`src/rtl/intr_pkg.sv`:
```
package intr_pkg;
  localparam int unsigned ADDR_W = 3;
  localparam int unsigned DATA_W = 8;

  localparam logic [ADDR_W-1:0] A_CTRL  = 3'd0;
  localparam logic [ADDR_W-1:0] A_CFLAG = 3'd1;
  localparam logic [ADDR_W-1:0] A_MASK  = 3'd2;
  localparam logic [ADDR_W-1:0] A_PEN   = 3'd3;
  localparam logic [ADDR_W-1:0] A_PFLAG = 3'd5;

  typedef struct packed {
    logic ext_rise;
    logic chg_en;
    logic tmr_en;
    logic ext_en;
    logic per_en;
    logic glb_en;
  } ctrl_t;

  typedef struct packed {
    logic chg_f;
    logic tmr_f;
    logic ext_f;
  } cflag_t;
endpackage

```
`src/rtl/intr_sync.sv`:
```
module intr_sync #(
  parameter int unsigned W = 1
) (
  input  logic         clk_i,
  input  logic         rst_ni,
  input  logic [W-1:0] d_i,
  output logic [W-1:0] q_o
);
  logic [W-1:0] s1_q, s2_q;

  always_ff @(posedge clk_i or negedge rst_ni) begin
    if (!rst_ni) begin
      s1_q <= '0;
      s2_q <= '0;
    end else begin
      s1_q <= d_i;
      s2_q <= s1_q;
    end
  end

  assign q_o = s2_q;
endmodule

```
`src/rtl/intr_port_chg.sv`:
```
module intr_port_chg #(
  parameter int unsigned NPORT = 6
) (
  input  logic             clk_i,
  input  logic             rst_ni,
  input  logic [NPORT-1:0] pins_i,
  input  logic [NPORT-1:0] analog_i,
  input  logic [NPORT-1:0] mask_i,
  input  logic             rd_i,
  output logic             chg_evt_o
);
  logic [NPORT-1:0] pins_s, pins_eff, snap_q;

  intr_sync #(.W(NPORT)) u_sync (
    .clk_i (clk_i),
    .rst_ni(rst_ni),
    .d_i   (pins_i),
    .q_o   (pins_s)
  );

  assign pins_eff = pins_s & ~analog_i;

  always_ff @(posedge clk_i or negedge rst_ni) begin
    if (!rst_ni)   snap_q <= '0;
    else if (rd_i) snap_q <= pins_eff;
  end

  // compared against the old snapshot, so a change during a read is kept
  assign chg_evt_o = |((pins_eff ^ snap_q) & mask_i);


  chg_needs_mask_chk: assert property (@(posedge clk_i) disable iff (!rst_ni)
    chg_evt_o |-> |mask_i);
endmodule

```
`src/rtl/intr_regs.sv`:
```
module intr_regs
  import intr_pkg::*;
#(
  parameter int unsigned NPORT = 6,
  parameter int unsigned NPER  = 9
) (
  input  logic              clk_i,
  input  logic              rst_ni,
  input  logic              we_i,
  input  logic [ADDR_W-1:0] addr_i,
  input  logic [DATA_W-1:0] wdata_i,
  output logic [DATA_W-1:0] rdata_o,
  input  logic              ext_evt_i,
  input  logic              tmr_evt_i,
  input  logic              chg_evt_i,
  input  logic [NPER-1:0]   per_evt_i,
  output ctrl_t             ctrl_o,
  output cflag_t            cflag_o,
  output logic [NPORT-1:0]  mask_o,
  output logic [NPER-1:0]   pen_o,
  output logic [NPER-1:0]   pflag_o
);
  localparam int unsigned CW = $bits(ctrl_t);
  localparam int unsigned FW = $bits(cflag_t);

  ctrl_t            ctrl_q;
  cflag_t           cflag_q;
  logic [NPORT-1:0] mask_q;
  logic [NPER-1:0]  pen_q, pflag_q;

  logic wr_ctrl, wr_cflag, wr_mask;
  assign wr_ctrl  = we_i && (addr_i == A_CTRL);
  assign wr_cflag = we_i && (addr_i == A_CFLAG);
  assign wr_mask  = we_i && (addr_i == A_MASK);

  always_ff @(posedge clk_i or negedge rst_ni) begin
    if (!rst_ni) begin
      ctrl_q  <= '0;
      cflag_q <= '0;
      mask_q  <= '0;
    end else begin
      if (wr_ctrl) ctrl_q <= ctrl_t'(wdata_i[CW-1:0]);
      if (wr_mask) mask_q <= wdata_i[NPORT-1:0];
      // hardware events win over a same-cycle clear
      cflag_q.ext_f <= (wr_cflag ? wdata_i[0] : cflag_q.ext_f) | ext_evt_i;
      cflag_q.tmr_f <= (wr_cflag ? wdata_i[1] : cflag_q.tmr_f) | tmr_evt_i;
      cflag_q.chg_f <= (wr_cflag ? wdata_i[2] : cflag_q.chg_f) | chg_evt_i;
    end
  end

  for (genvar i = 0; i < NPER; i++) begin : g_per
    localparam logic [ADDR_W-1:0] PEN_A = A_PEN   + ADDR_W'(i / 8);
    localparam logic [ADDR_W-1:0] PFL_A = A_PFLAG + ADDR_W'(i / 8);
    always_ff @(posedge clk_i or negedge rst_ni) begin
      if (!rst_ni) begin
        pen_q[i]   <= 1'b0;
        pflag_q[i] <= 1'b0;
      end else begin
        if (we_i && addr_i == PEN_A) pen_q[i] <= wdata_i[i % 8];
        pflag_q[i] <= ((we_i && addr_i == PFL_A) ? wdata_i[i % 8] : pflag_q[i])
                      | per_evt_i[i];
      end
    end
  end

  always_comb begin
    rdata_o = '0;
    unique case (addr_i)
      A_CTRL:  rdata_o[CW-1:0]    = ctrl_q;
      A_CFLAG: rdata_o[FW-1:0]    = cflag_q;
      A_MASK:  rdata_o[NPORT-1:0] = mask_q;
      default: begin
        for (int i = 0; i < NPER; i++) begin
          if (addr_i == A_PEN   + ADDR_W'(i / 8)) rdata_o[i % 8] = pen_q[i];
          if (addr_i == A_PFLAG + ADDR_W'(i / 8)) rdata_o[i % 8] = pflag_q[i];
        end
      end
    endcase
  end

  assign ctrl_o  = ctrl_q;
  assign cflag_o = cflag_q;
  assign mask_o  = mask_q;
  assign pen_o   = pen_q;
  assign pflag_o = pflag_q;


  ext_sticky_chk: assert property (@(posedge clk_i) disable iff (!rst_ni)
    (cflag_q.ext_f && !wr_cflag) |=> cflag_q.ext_f);

  set_wins_chk: assert property (@(posedge clk_i) disable iff (!rst_ni)
    (wr_cflag && tmr_evt_i) |=> cflag_q.tmr_f);

  tmr_set_chk: assert property (@(posedge clk_i) disable iff (!rst_ni)
    tmr_evt_i |=> cflag_q.tmr_f);
endmodule

```
`src/rtl/intr_combine.sv`:
```
module intr_combine
  import intr_pkg::*;
#(
  parameter int unsigned NPER = 9
) (
  input  logic            clk_i,
  input  logic            rst_ni,
  input  ctrl_t           ctrl_i,
  input  cflag_t          cflag_i,
  input  logic [NPER-1:0] pen_i,
  input  logic [NPER-1:0] pflag_i,
  input  logic            sleep_i,
  input  logic            boundary_i,
  output logic            irq_o,
  output logic            wake_o,
  output logic            vector_o
);
  logic per_any, pending, vec_q;

  assign per_any = ctrl_i.per_en & |(pen_i & pflag_i);
  assign pending = (ctrl_i.ext_en & cflag_i.ext_f)
                 | (ctrl_i.tmr_en & cflag_i.tmr_f)
                 | (ctrl_i.chg_en & cflag_i.chg_f)
                 | per_any;

  assign irq_o  = ctrl_i.glb_en & pending;
  assign wake_o = sleep_i & pending;

  always_ff @(posedge clk_i or negedge rst_ni) begin
    if (!rst_ni) vec_q <= 1'b0;
    else         vec_q <= irq_o & boundary_i & ~vec_q;
  end
  assign vector_o = vec_q;


  vector_pulse_chk: assert property (@(posedge clk_i) disable iff (!rst_ni)
    vec_q |=> !vec_q);

  wake_cover_chk: assert property (@(posedge clk_i) disable iff (!rst_ni)
    (sleep_i && irq_o) |-> wake_o);

  vector_cause_chk: assert property (@(posedge clk_i) disable iff (!rst_ni)
    vec_q |-> $past(irq_o && boundary_i));
endmodule

```
`src/rtl/intr_collect.sv`:
```
module intr_collect
  import intr_pkg::*;
#(
  parameter int unsigned NPORT = 6,
  parameter int unsigned NPER  = 9
) (
  input  logic              clk_i,
  input  logic              rst_ni,
  input  logic              ext_pin_i,
  input  logic [NPORT-1:0]  port_pins_i,
  input  logic [NPORT-1:0]  analog_i,
  input  logic              port_rd_i,
  input  logic              tmr_ovf_i,
  input  logic [NPER-1:0]   per_evt_i,
  input  logic              reg_we_i,
  input  logic [2:0]        reg_addr_i,
  input  logic [7:0]        reg_wdata_i,
  output logic [7:0]        reg_rdata_o,
  input  logic              sleep_i,
  input  logic              boundary_i,
  output logic              irq_o,
  output logic              wake_o,
  output logic              vector_o
);
  ctrl_t            ctrl;
  cflag_t           cflag;
  logic [NPORT-1:0] mask;
  logic [NPER-1:0]  pen, pflag;
  logic             ext_s, ext_prev_q, ext_evt, chg_evt;

  intr_sync #(.W(1)) u_ext_sync (
    .clk_i (clk_i),
    .rst_ni(rst_ni),
    .d_i   (ext_pin_i),
    .q_o   (ext_s)
  );

  always_ff @(posedge clk_i or negedge rst_ni) begin
    if (!rst_ni) ext_prev_q <= 1'b0;
    else         ext_prev_q <= ext_s;
  end

  assign ext_evt = ctrl.ext_rise ? (ext_s & ~ext_prev_q) : (~ext_s & ext_prev_q);

  intr_port_chg #(.NPORT(NPORT)) u_chg (
    .clk_i    (clk_i),
    .rst_ni   (rst_ni),
    .pins_i   (port_pins_i),
    .analog_i (analog_i),
    .mask_i   (mask),
    .rd_i     (port_rd_i),
    .chg_evt_o(chg_evt)
  );

  intr_regs #(.NPORT(NPORT), .NPER(NPER)) u_regs (
    .clk_i    (clk_i),
    .rst_ni   (rst_ni),
    .we_i     (reg_we_i),
    .addr_i   (reg_addr_i),
    .wdata_i  (reg_wdata_i),
    .rdata_o  (reg_rdata_o),
    .ext_evt_i(ext_evt),
    .tmr_evt_i(tmr_ovf_i),
    .chg_evt_i(chg_evt),
    .per_evt_i(per_evt_i),
    .ctrl_o   (ctrl),
    .cflag_o  (cflag),
    .mask_o   (mask),
    .pen_o    (pen),
    .pflag_o  (pflag)
  );

  intr_combine #(.NPER(NPER)) u_comb (
    .clk_i     (clk_i),
    .rst_ni    (rst_ni),
    .ctrl_i    (ctrl),
    .cflag_i   (cflag),
    .pen_i     (pen),
    .pflag_i   (pflag),
    .sleep_i   (sleep_i),
    .boundary_i(boundary_i),
    .irq_o     (irq_o),
    .wake_o    (wake_o),
    .vector_o  (vector_o)
  );


  ext_edge_chk: assert property (@(posedge clk_i) disable iff (!rst_ni)
    (ext_evt && !(reg_we_i && reg_addr_i == A_CFLAG)) |=> cflag.ext_f);

  wake_sleep_chk: assert property (@(posedge clk_i) disable iff (!rst_ni)
    !sleep_i |-> !wake_o);
endmodule

```
`config.mk`:
```
export PLATFORM = sky130hd
export DESIGN_NAME = intr_collect
export DESIGN_NICKNAME = d
export VERILOG_FILES = /design/src/rtl/intr_pkg.sv /design/src/rtl/intr_sync.sv /design/src/rtl/intr_port_chg.sv /design/src/rtl/intr_regs.sv /design/src/rtl/intr_combine.sv /design/src/rtl/intr_collect.sv
export SDC_FILE = /design/constraint.sdc
export NUM_CORES = 1
export LEC_CHECK = 0
export ABC_AREA = 1
export ABC_CLOCK_PERIOD_IN_PS = 900
export BUFFER_PORTS_ARGS = -buffer_cell sky130_fd_sc_hd__buf_2
export CORE_UTILIZATION = 37
export DETAILED_ROUTE_END_ITERATION = 10
export PLACE_DENSITY = 0.7
export SKIP_LAST_GASP = 1
export SYNTH_ARGS = -nofsm -noshare
export SYNTH_HDL_FRONTEND = slang
export SYNTH_SLANG_ARGS = --single-unit
```
`constraint.sdc`:
```
create_clock -name clk_i -period 0.9 [get_ports clk_i]
set_input_delay 0.045 -clock clk_i [delete_from_list [all_inputs] [get_ports clk_i]]
set_output_delay 0.045 -clock clk_i [all_outputs]
set_load 0.03 [all_outputs]
```
==> impl_results.md, run 1 <==
* Synthesized net count at 324
* Clk sinks at 55
* VDD IR-drop max at 811.5 uV
* Final wirelength at roughly 6400 um
* First-pass GRT wire length at approximately 11,000 um
* Via density at approximately 4.7
* Final-report hold violation count at 0
* Fmax at 0.6604 GHz
* Pin count of the biggest net entering global routing at 26
* Routed wl met3 at approximately 220 um
* Worst Path Max Fanout at 3
* Num CTS Buffers at 5
* Final Skew at between 10 and 15 ps
* Clock latency on the worst-skew pair at around 320 ps
* CTS tree: done
* Fin worst setup slack at -614.3 ps
* Max-slew violation count at 0
* #FFs+latches synth at 55
* Wire per inst at around 13 um
* Final Cycle Share at 1.683
* WL met2 at about 3100 um
* DR pass1 iterations at 4
* Seq/Total Area, Yosys at 0.5653
* Status: finished with violations
* Crit path launch type: register
* Cell Pwr Density at around 1600 nW/um^2
* Initial core utilization at 0.3834
* Nets at around 460
* Critical path class: register to output port
* Root Buffer: clkbuf_8
* Area Overhead vs Synth at 54.01%
* Worst EP required at between 800 and 900 ps
* Setup Viol. Count Final at 15
* I/O pin count at a little over 50
* Core area at about 6300 um^2
* N_diodes at 0
* Leak pwr at 1.887 nW
* WP data arrival at 1470 ps
* Post-route DRC at 0
* Cell count after synthesis at roughly 280
* Detail Placement HPWL at 4399 um
* Global-route usage over all layers at 0.1941
* Cells after DPL at approximately 450
* ANT nets after route at 0
* Avg Synthesized Cell Area at 8.573 um^2
* Die X at between 80 and 90 um
* Post-layout min period at approximately 1500 ps
* Vias post-DR at around 2,300
* Hold Path Class: input pin to register
* GRT overflow at 0
* Max Used Layer: met4
* Die H at 83.12 um
* Distinct cells, synth at 26
* RSZ-0062 raised after global routing: yes
* Vias in the first global route at approximately 2,400
* Failing checks: setup timing
* Die area at roughly 6900 um^2
* Yosys warnings at 0
* Crit. End Element: output port
* Metal-1 WL at ~2900 um
* Max_cap viols at 0
* GPL Wtd Cong at between 0.8 and 0.9
* Final cell count without fillers at 496
* Clk slew on worst S/H paths at 110 ps
* FP Rows at 29
* Initial DRC count at slightly below 200
* Slew margin rel. at 0.7734
* Synthesized area at approximately 2400 um^2
* Share of layout cells above drive strength 1 at 0.4010
* Htree depth at 2
* Worst-case clock buffer depth at 2
* Initial antenna violation count at 0
* I/O Buffers at 50
* Worst-Margin Slew at roughly 340 ps
* Core Util, Final at 0.5905
-- final timing paths --
check	startpoint	end	slack, ps	cells after the start
worst min register to register	u_chg.u_sync.s1_q[4]	u_chg.u_sync.q_o[4]	350	0
min in group asynchronous	rst_ni	u_regs.mask_o[2]	150	2
worst max register to register	u_regs.pflag_o[8]	u_comb.vector_o	-400	10
worst min-delay path	port_rd_i	u_chg.snap_q[2]	6	3
worst max-delay path	u_regs.pflag_o[8]	irq_o	-610	9
max in group asynchronous	rst_ni	u_regs.pflag_o[2]	300	3
-- metrics by stage --
| step | area [um^2] | TNS, ps | worst slack [ps] | hold slack (ps) | power [mW] |
|---|---|---|---|---|---|
| global placement | 3131 | -5433 | -285.7 | -43.89 | 4.270 |
| floorplan | 2445 | -272.9 | -103.7 | -250.6 | 3.613 |
| CTS | 3646 | -4415 | -590.4 | -1.303 | 5.964 |
| finish | 3750 | -4587 | -614.3 | 5.754 | 6.044 |
| detailed placement | 3131 | -5983 | -286.7 | -32.05 | 4.322 |
| global route | 3750 | -5464 | -698.8 | 18.00 | 6.390 |
-- cells in the final DEF (no fill, tap or decap), drive strengths merged --
master,Yosys,final
a21boi,1,1
a21oi,18,18
a22o,1,1
a31oi,1,1
and3,1,1
buf,4,106
clkbuf,0,5
clkinv,0,1
dfrtp,55,55
dlygate4sd3,0,26
inv,32,33
mux2,1,1
nand2,99,99
nand3,18,18
nand4,2,2
nor2,10,10
nor3,1,1
o2111ai,1,1
o21ai,37,37
o22ai,2,2
-- worst max-delay path, stage by stage (launching register included) --
cell	delay (ps)
dfrtp_1	400
nand2_1	100
nand2_1	50
nor2_1	130
nand3_2	110
nand2_2	90
nand2_2	50
nand2_2	70
inv_2	40
buf_6	120
-- routing by layer --
layer | up-vias | track usage
met5 | - | 0
met4 | 0 | 0.06583
met3 | 10 | 0.02883
met2 | 47 | 0.3227
met1 | 1083 | 0.2601
li1 | 1189 | -
-- cell families after synthesis --
| group | Yosys count | share of synthesized area |
|---|---|---|
| flip-flops | 55 | 0.5653 |
| AND/OR/NAND/NOR | 131 | 0.2230 |
| buffers and inverters | 36 | 0.06218 |
| multiplexers | 1 | 0.004625 |
| AO/OA/AOI/OAI | 61 | 0.1449 |
-- state kept, by name, indices dropped and copies added, names as in the netlist, 3 cells and up --
signal / flops
u_regs.pen_o: 9
u_regs.pflag_o: 9
u_chg.snap_q: 6
u_chg.u_sync.q_o: 6
u_chg.u_sync.s1_q: 6
u_regs.ctrl_o: 6
u_regs.mask_o: 6
u_regs.cflag_o: 3
-- synthesized netlist by cell type --
cell       instances  area share
a21boi_0           1      0.0031
a21oi_1           15       0.031
a21oi_2            3       0.011
a22o_1             1      0.0036
a31oi_1            1      0.0026
and3_1             1      0.0026
buf_2              1      0.0021
buf_4              2      0.0062
buf_6              1      0.0046
dfrtp_1           55        0.57
inv_1             24       0.037
inv_2              8       0.012
mux2_1             1      0.0046
nand2_1           96        0.15
nand2_2            3      0.0077
nand3_1           17       0.035
nand3_2            1      0.0041
nand4_1            2      0.0051
nor2_1             9       0.014
nor2_2             1      0.0026
nor3_2             1      0.0041
o2111ai_1          1      0.0036
o21ai_0            7       0.014
o21ai_1           24       0.049
o21ai_2            6       0.022
o22ai_1            2      0.0051
-- area by class of cell --
| cell class | instances | area [um^2] |
|---|---|---|
| inverters | 32 | 120.1 |
| repair buffers | 132 | 1062 |
| clock inverters | 2 | 17.52 |
| multi-input cells | 193 | 1008 |
| clock buffers | 5 | 68.82 |
| well taps | 77 | 96.34 |
| fillers | 536 | 2600 |
| flip-flops and latches | 55 | 1376 |
-- timing repair --
action                                  in CTS  in global routing
hold buffers                                26                  0
gates resized for setup                     43                 22
pin swaps                                   21                 18
setup buffers                                7                 10
endpoints found under the setup margin      15                 20
hold endpoints to repair                    79                  0
-- report_power, final --
| part | switching (mW) | internal, mW |
|---|---|---|
| registers | 0.177 | 2.73 |
| clock network | 0.807 | 0.549 |
| logic | 0.858 | 0.920 |
Power figures use the tool's default switching activity.
==> inputs of run 2 (changes only) <==
--- a/config.mk
+++ b/config.mk
@@ -15,3 +15,4 @@
 export SYNTH_ARGS = -nofsm -noshare
 export SYNTH_HDL_FRONTEND = slang
 export SYNTH_SLANG_ARGS = --single-unit
+export TNS_END_PERCENT = 1
==> run 2 against run 1 <==
The flow still finishes with violations (setup timing); first-iteration DRC count down 26%; clock skew up 0.69 ps; combinational power down 15%; worst setup slack better by 45 ps; routed wire length down 9.7%; fmax up 3.0%; via count down 1.9%; total power down 4.6%; utilization down 4.2 points; die area unchanged; clock power about the same; sequential cell count unchanged; critical endpoint is now wake_o; largest power group unchanged.
==> impl_results.md, run 2 (same netlist as run 1, synthesis figures left out) <==
* Worst hold slack at 7.401 ps (+1.647 ps)
* WP data arrival at 1420 ps (-50 ps)
* Cell Pwr Density at 1657 nW/um^2 (+2.8%)
* N_diodes at 0 (unchanged)
* Worst Path Max Fanout at 2 (-1)
* Placement Cell Area at 3089 um^2 (-1.3%)
* Critical path class: register to output port
* Worst-case clock buffer depth at 2 (unchanged)
* Design Power at 5.767 mW (-4.6%)
* Num CTS Buffers at 5 (unchanged)
* Core area at 6350 um^2 (unchanged)
* Worst r2r path cells at 8 (-2)
* Most common cell on crit path: nand2_1
* Detail Placement HPWL at 4158 um (-5.5%)
* Design Area, Final at 3481 um^2 (-7.2%)
* Worst EP required at 850 ps (about the same)
* Most common cell after layout, fill and taps aside: nand2_1
* Nets at 448 (-2.4%)
* CTS tree: done
* Multi-input gate area at 924.6 um^2 (-8.3%)
* Failing checks: setup timing
* DR pass1 iterations at 4 (unchanged)
* Post-route DRC at 0 (unchanged)
* GRT overflow at 0 (unchanged)
* Seq. cell area at 1376 um^2 (unchanged)
* Final-report hold violation count at 0 (unchanged)
* I/O Buffers at 50 (unchanged)
* VDD IR-drop max at 812.0 uV (about the same)
* Share of layout cells above drive strength 1 at 0.3227 (-0.07822)
* Max stage delay on crit path at 380 ps (-20 ps)
* Wire per inst at 11.81 um (-7.8%)
* Setup Viol. Count Final at 16 (+1)
* Fmax at 0.6805 GHz (+3.0%)
* Final Skew at 13.61 ps (+0.6905 ps)
* GPL Wtd Cong at 0.8023 (about the same)
* Area Overhead vs Synth at 42.96%
* Initial antenna violation count at 0 (unchanged)
* Crit path launch type: register
* ANT nets after route at 0 (unchanged)
* Pre-CTS setup slack at -294.1 ps (-7.343 ps)
* Htree depth at 2 (unchanged)
* Most frequent cells in the layout: nand2_1, dfrtp_1, buf_2
* Global-route usage over all layers at 0.1773 (-0.01681)
* Leak pwr at 1.778 nW (-5.8%)
* Final Cycle Share at 1.633 (-0.04966)
* Worst path cell trace: nand2_1, nand2_1, nor2_1, nand3_1, nand2_2, buf_4, a21boi_2, buf_6
* Via density at 4.702 (+0.13%)
* Fin worst setup slack at -569.6 ps (+44.70 ps)
* Slew margin rel. at 0.7512 (-0.02223)
* Die X at 83.12 um (unchanged)
* CP max-delay cell: dfrtp_1
* Die H at 83.12 um (unchanged)
* Final wirelength at 5739 um (-9.7%)
* Initial DRC count at 146 (-26%)
* FP Rows at 29 (unchanged)
* Hold Path Class: input pin to register
* Vias in the first global route at 2,172 (-8.5%)
* Clock latency on the worst-skew pair at 310 ps (about the same)
* Hold Path Depth at 4 (+1)
* Clk slew on worst S/H paths at 110 ps (about the same)
* Post-layout min period at 1470 ps (-44.70 ps)
* Max-slew violation count at 0 (unchanged)
* Status: finished with violations
* Clk sinks at 55 (unchanged)
* Initial core utilization at 0.3834 (unchanged)
* I/O pin count at 51 (unchanged)
* Pin count of the biggest net entering global routing at 56 (+120%)
* Max_cap viols at 0 (unchanged)
* Die area at 6909 um^2 (unchanged)
* Setup TNS at -4707 ps (-120.1 ps)
* Vias post-DR at 2,285 (-1.9%)
* RSZ-0062 raised after global routing: yes
* Root Buffer: clkbuf_8
* Crit. End Element: output port
* First-pass GRT wire length at 9798 um (-8.7%)
* Fill count at 564 (+5.2%)
* Worst-Margin Slew at 372.3 ps (+32.45 ps)
[run 2: cell types whose count changed in the layout (fill, tap and decap cells not counted), sizes merged]
cell	previous run	this run
buf	106	95
clkbuf	5	6
clkinv	1	2
inv	33	32
[run 2: cell type report]
class / instances / area share
Multi-Input combinational cell: 193 / 0.2656
Inverter: 32 / 0.03451
Tap cell: 77 / 0.02768
Clock inverter: 2 / 0.005032
Sequential cell: 55 / 0.3954
Clock buffer: 6 / 0.02085
Timing Repair Buffer: 121 / 0.2509
[run 2: what timing repair did]
action	4_1_cts	5_1_grt
hold buffers	26	0
setup buffers	0	2
endpoints found under the setup margin	15	18
gates resized for setup	3	8
pin swaps	4	6
hold endpoints to repair	79	0
[run 2: path summary, 6_finish.rpt]
path	start	endpoint	slack [ps]
worst max-delay path	u_regs.pflag_o[1]	wake_o	-570
worst min-delay path	analog_i[0]	u_chg.snap_q[0]	7
worst max register to register	u_regs.pflag_o[1]	u_comb.vector_o	-180
worst min register to register	u_chg.u_sync.s1_q[2]	u_chg.u_sync.q_o[2]	350
max in group asynchronous	rst_ni	u_regs.pen_o[6]	360
min in group asynchronous	rst_ni	u_chg.snap_q[3]	270
[run 2: report_power, final]
group | switching (mW) | internal, mW
logic | 0.770 | 0.736
clock network | 0.809 | 0.561
registers | 0.159 | 2.73
[run 2: routing by layer]
layer,global-route usage,vias up,share of wire
met3,0.02783,5,0.048
met5,0,-,0
met4,0.05799,0,0.012
li1,-,1164,-
met2,0.2869,52,0.49
met1,0.2446,1064,0.45
[run 2: stage by stage]
step,util,std cells
2_1_floorplan,-,284
3_3_place_gp,0.4865,450
3_5_place_dp,0.4865,450
4_1_cts,0.5431,484
5_1_grt,0.5482,486
6_report,0.5482,486
[run 2: worst max-delay path, delay by kind of cell, from the launching register on]
family	cells	cell delay, ps
compound gates	1	120
buf+inv	2	280
simple gates	5	350
flops	1	380
==> inputs of run 3 (changes only) <==
--- a/config.mk
+++ b/config.mk
@@ -5,9 +5,8 @@
 export SDC_FILE = /design/constraint.sdc
 export NUM_CORES = 1
 export LEC_CHECK = 0
-export ABC_AREA = 1
 export ABC_CLOCK_PERIOD_IN_PS = 900
-export BUFFER_PORTS_ARGS = -buffer_cell sky130_fd_sc_hd__buf_2
+export BUFFER_PORTS_ARGS = -buffer_cell sky130_fd_sc_hd__clkbuf_2
 export CORE_UTILIZATION = 37
 export DETAILED_ROUTE_END_ITERATION = 10
 export PLACE_DENSITY = 0.7
==> run 3 against run 2 <==
The run ends with DRC, setup timing left; die area up 4.4%; largest power group unchanged; first-iteration DRC count down 18%; final cell count down 17%; critical path depth fell by 3; routed wire length grew 1.5%; global-route usage is 0.36 points higher; sequential cell count unchanged.
==> impl_results.md, run 3 <==
* Status: finished with violations
* Failing checks: DRC, setup timing
* Critical path startpoint: u_regs.pflag_o[4]
* Most common cell after layout, fill and taps aside: dfrtp_1
* Post-synth top area share at 0.5411 (-0.02419)
* Async SR Flop Fraction at 1.000 (unchanged)
* I/O Buffers at 50 (unchanged)
* Leak pwr at 1.660 nW (-6.7%)
* Crit. End Element: output port
* Worst path cell trace: a222oi_1, nand4_1, a21boi_2, nor2b_2, clkbuf_8
* Crit path launch type: register
* Wire per inst at 14.39 um (+22%)
* Distinct cells, synth at 43 (+65%)
* Initial antenna violation count at 0 (unchanged)
* Initial DRC count at 119 (-18%)
* Critical path class: register to output port
* Worst path bufs/invs at 1 (-1)
* Pin count of the biggest net entering global routing at 20 (-64%)
* Synthesized area at 2544 um^2 (+4.5%)
* Commonest cells in the netlist: dfrtp_1, mux2_2, nor2b_1, a211o_1, nor2_1
* Vias in the first global route at 2,124 (-2.2%)
* Final-report hold violation count at 0 (unchanged)
* Max_cap viols at 0 (unchanged)
* Worst hold slack at 24.07 ps (+16.67 ps)
* ANT nets after route at 0 (unchanged)
* Detail Placement HPWL at 4474 um (+7.6%)
* Worst-Margin Slew at 409.2 ps (+36.85 ps)
* Num CTS Buffers at 5 (unchanged)
* Pre-CTS setup slack at -632.1 ps (-338.0 ps)
* Final Cycle Share at 2.082 (+0.4491)
* Setup Viol. Count Final at 37 (+21)
* Core area at 6495 um^2 (+2.3%)
* Die X at 84.92 um (+2.2%)
* Clk sinks at 55 (unchanged)
* Area Overhead vs Synth at 45.01%
* Via density at 4.983 (+6.0%)
* Final wirelength at 5827 um (+1.5%)
* Met2 Resource Use GR at 0.3104 (+0.02354)
* Synthesized net count at 244 (-25%)
* Grt met3 use at 0.04086 (+0.01302)
* Root Buffer: clkbuf_8
* Most common cell in the netlist: dfrtp_1
* Vias post-DR at 2,018 (-12%)
* Clock latency on the worst-skew pair at 310 ps (about the same)
* N_diodes at 0 (unchanged)
* GR peak layer: met2
* Nets at 367 (-18%)
* Die area at 7211 um^2 (+4.4%)
* CTS tree: done
* Critical R2R Launch: u_regs.pflag_o[4]
* HP Start: reg_wdata_i[3]
* Fin worst setup slack at -973.8 ps (-404.2 ps)
* Most frequent cells in the layout: dfrtp_1, buf_4, clkbuf_2
* #FFs+latches synth at 55 (unchanged)
* Hold Path Class: input pin to register
* GRT overflow at 0 (unchanged)
* CP max-delay cell: a222oi_1
* Clk slew on worst S/H paths at 100 ps (about the same)
* Main synth FF type: dfrtp_1
* Worst EP required at 850 ps (about the same)
* DR pass1 iterations at 8 (+4)
* Fmax at 0.5337 GHz (-22%)
* Die H at 84.92 um (+2.2%)
* FP Rows at 29 (unchanged)
* Worst-case clock buffer depth at 2 (unchanged)
* VDD IR-drop max at 1037 uV (+28%)
* First-pass GRT wire length at 10,130 um (+3.4%)
* Cell count after synthesis at 204 (-28%)
* RSZ-0062 raised after global routing: yes
* Htree depth at 2 (unchanged)
* I/O pin count at 51 (unchanged)
* Met1 Use GR at 0.2385 (-0.006133)
* Top cells by area, synth: dfrtp_1, mux2_2, nor2b_1
* Global-route usage over all layers at 0.1809 (+0.003644)
* Post-layout min period at 1874 ps (+404.2 ps)
* Avg Synthesized Cell Area at 12.47 um^2 (+45%)
* Share of layout cells above drive strength 1 at 0.4848 (+0.1620)
* Max-slew violation count at 0 (unchanged)
* WP data arrival at 1830 ps (+410 ps)
* Yosys warnings at 0 (unchanged)
* Seq/Total Area, Yosys at 0.5411 (-0.02419)
* Number of synthesized flops with an enable pin at 0 (unchanged)
* Post-synth top area cell: dfrtp_1
* Max stage delay on crit path at 450 ps (+70 ps)
* GPL Wtd Cong at 0.8189 (+2.1%)
* Slew margin rel. at 0.7272 (-0.02397)
* Worst Path Max Fanout at 3 (+1)
* Final Skew at 9.484 ps (-4.124 ps)
* Cell family with most CP delay: compound AO/OA/AOI/OAI gates
* Initial core utilization at 0.3916 (+0.008191)
* Post-route DRC at 6 (+6)
* Cell Pwr Density at 1620 nW/um^2 (-2.2%)
run 3: changes by cell type after synthesis, sizes merged, moves of 4 or more:
cell | previous run | this run
a21oi | 18 | 7
a211o | 0 | 10
xor2 | 0 | 4
buf | 4 | 8
mux2 | 1 | 26
nand3 | 18 | 4
inv | 32 | 4
nor2b | 0 | 18
nand2 | 99 | 4
a22oi | 0 | 8
o21ai | 37 | 9
run 3: final timing paths:
kind	endpoint	slack (ps)	cells past startpoint
max	irq_o	-970	5
min	u_regs.pflag_o[3]	20	2
max reg2reg	u_comb.vector_o	-600	4
min reg2reg	u_chg.u_sync.q_o[3]	360	0
max in group asynchronous	u_chg.snap_q[0]	340	3
min in group asynchronous	u_regs.pflag_o[2]	160	2
run 3: cells by family after synthesis:
kind of cell / count (synthesis) / share of synthesized area
flops: 55 / 0.5411
simple gates: 51 / 0.1367
compound gates: 48 / 0.1397
mux: 29 / 0.1284
buf+inv: 15 / 0.03345
xor+xnor: 6 / 0.02066
run 3: layout make-up:
cell class              instances  area [um^2]
well taps                      77        96.34
inverters                       5        18.77
repair buffers                126        953.4
clock inverters                 3        25.02
fillers                       551         2806
clock buffers                   5        68.82
flip-flops and latches         55         1376
multi-input cells             134         1150
run 3: metrics by stage:
stage / area, um^2 / total power, mW / utilization / instances / setup TNS (ps)
2_1_floorplan: 2611 / 3.779 / - / 204 / -6417
3_3_place_gp: 3359 / 4.466 / 0.5172 / 375 / -15430
3_5_place_dp: 3359 / 4.509 / 0.5172 / 375 / -16290
4_1_cts: 3689 / 6.034 / 0.5679 / 405 / -10620
5_1_grt: 3689 / 6.312 / 0.5679 / 405 / -12690
6_report: 3689 / 5.977 / 0.5679 / 405 / -10590
run 3: repair_timing:
item	in CTS	in global routing
endpoints found under the hold margin	75	0
gates resized for setup	4	0
hold buffers	21	0
buffers inserted	1	0
cloned	0	0
pin swaps	3	3
setup endpoints to repair	36	45
run 3: power by group:
group | internal (mW) | switching, mW | total (mW)
Clock | 0.569 | 0.840 | 1.41
Combinational | 0.915 | 0.720 | 1.64
Sequential | 2.76 | 0.170 | 2.93
run 3: layer usage:
metal / up-vias / wire, um
met5: - / 0
met4: 0 / 37
met3: 4 / 191
met2: 37 / 2877
met1: 983 / 2721
li1: 994 / -
run 3: worst reg2reg max path: stages, from the launching register on:
cell and delay (ps):
dfrtp_1 410, a222oi_1 450, nand4_1 190, a21boi_2 250, nor4bb_1 90
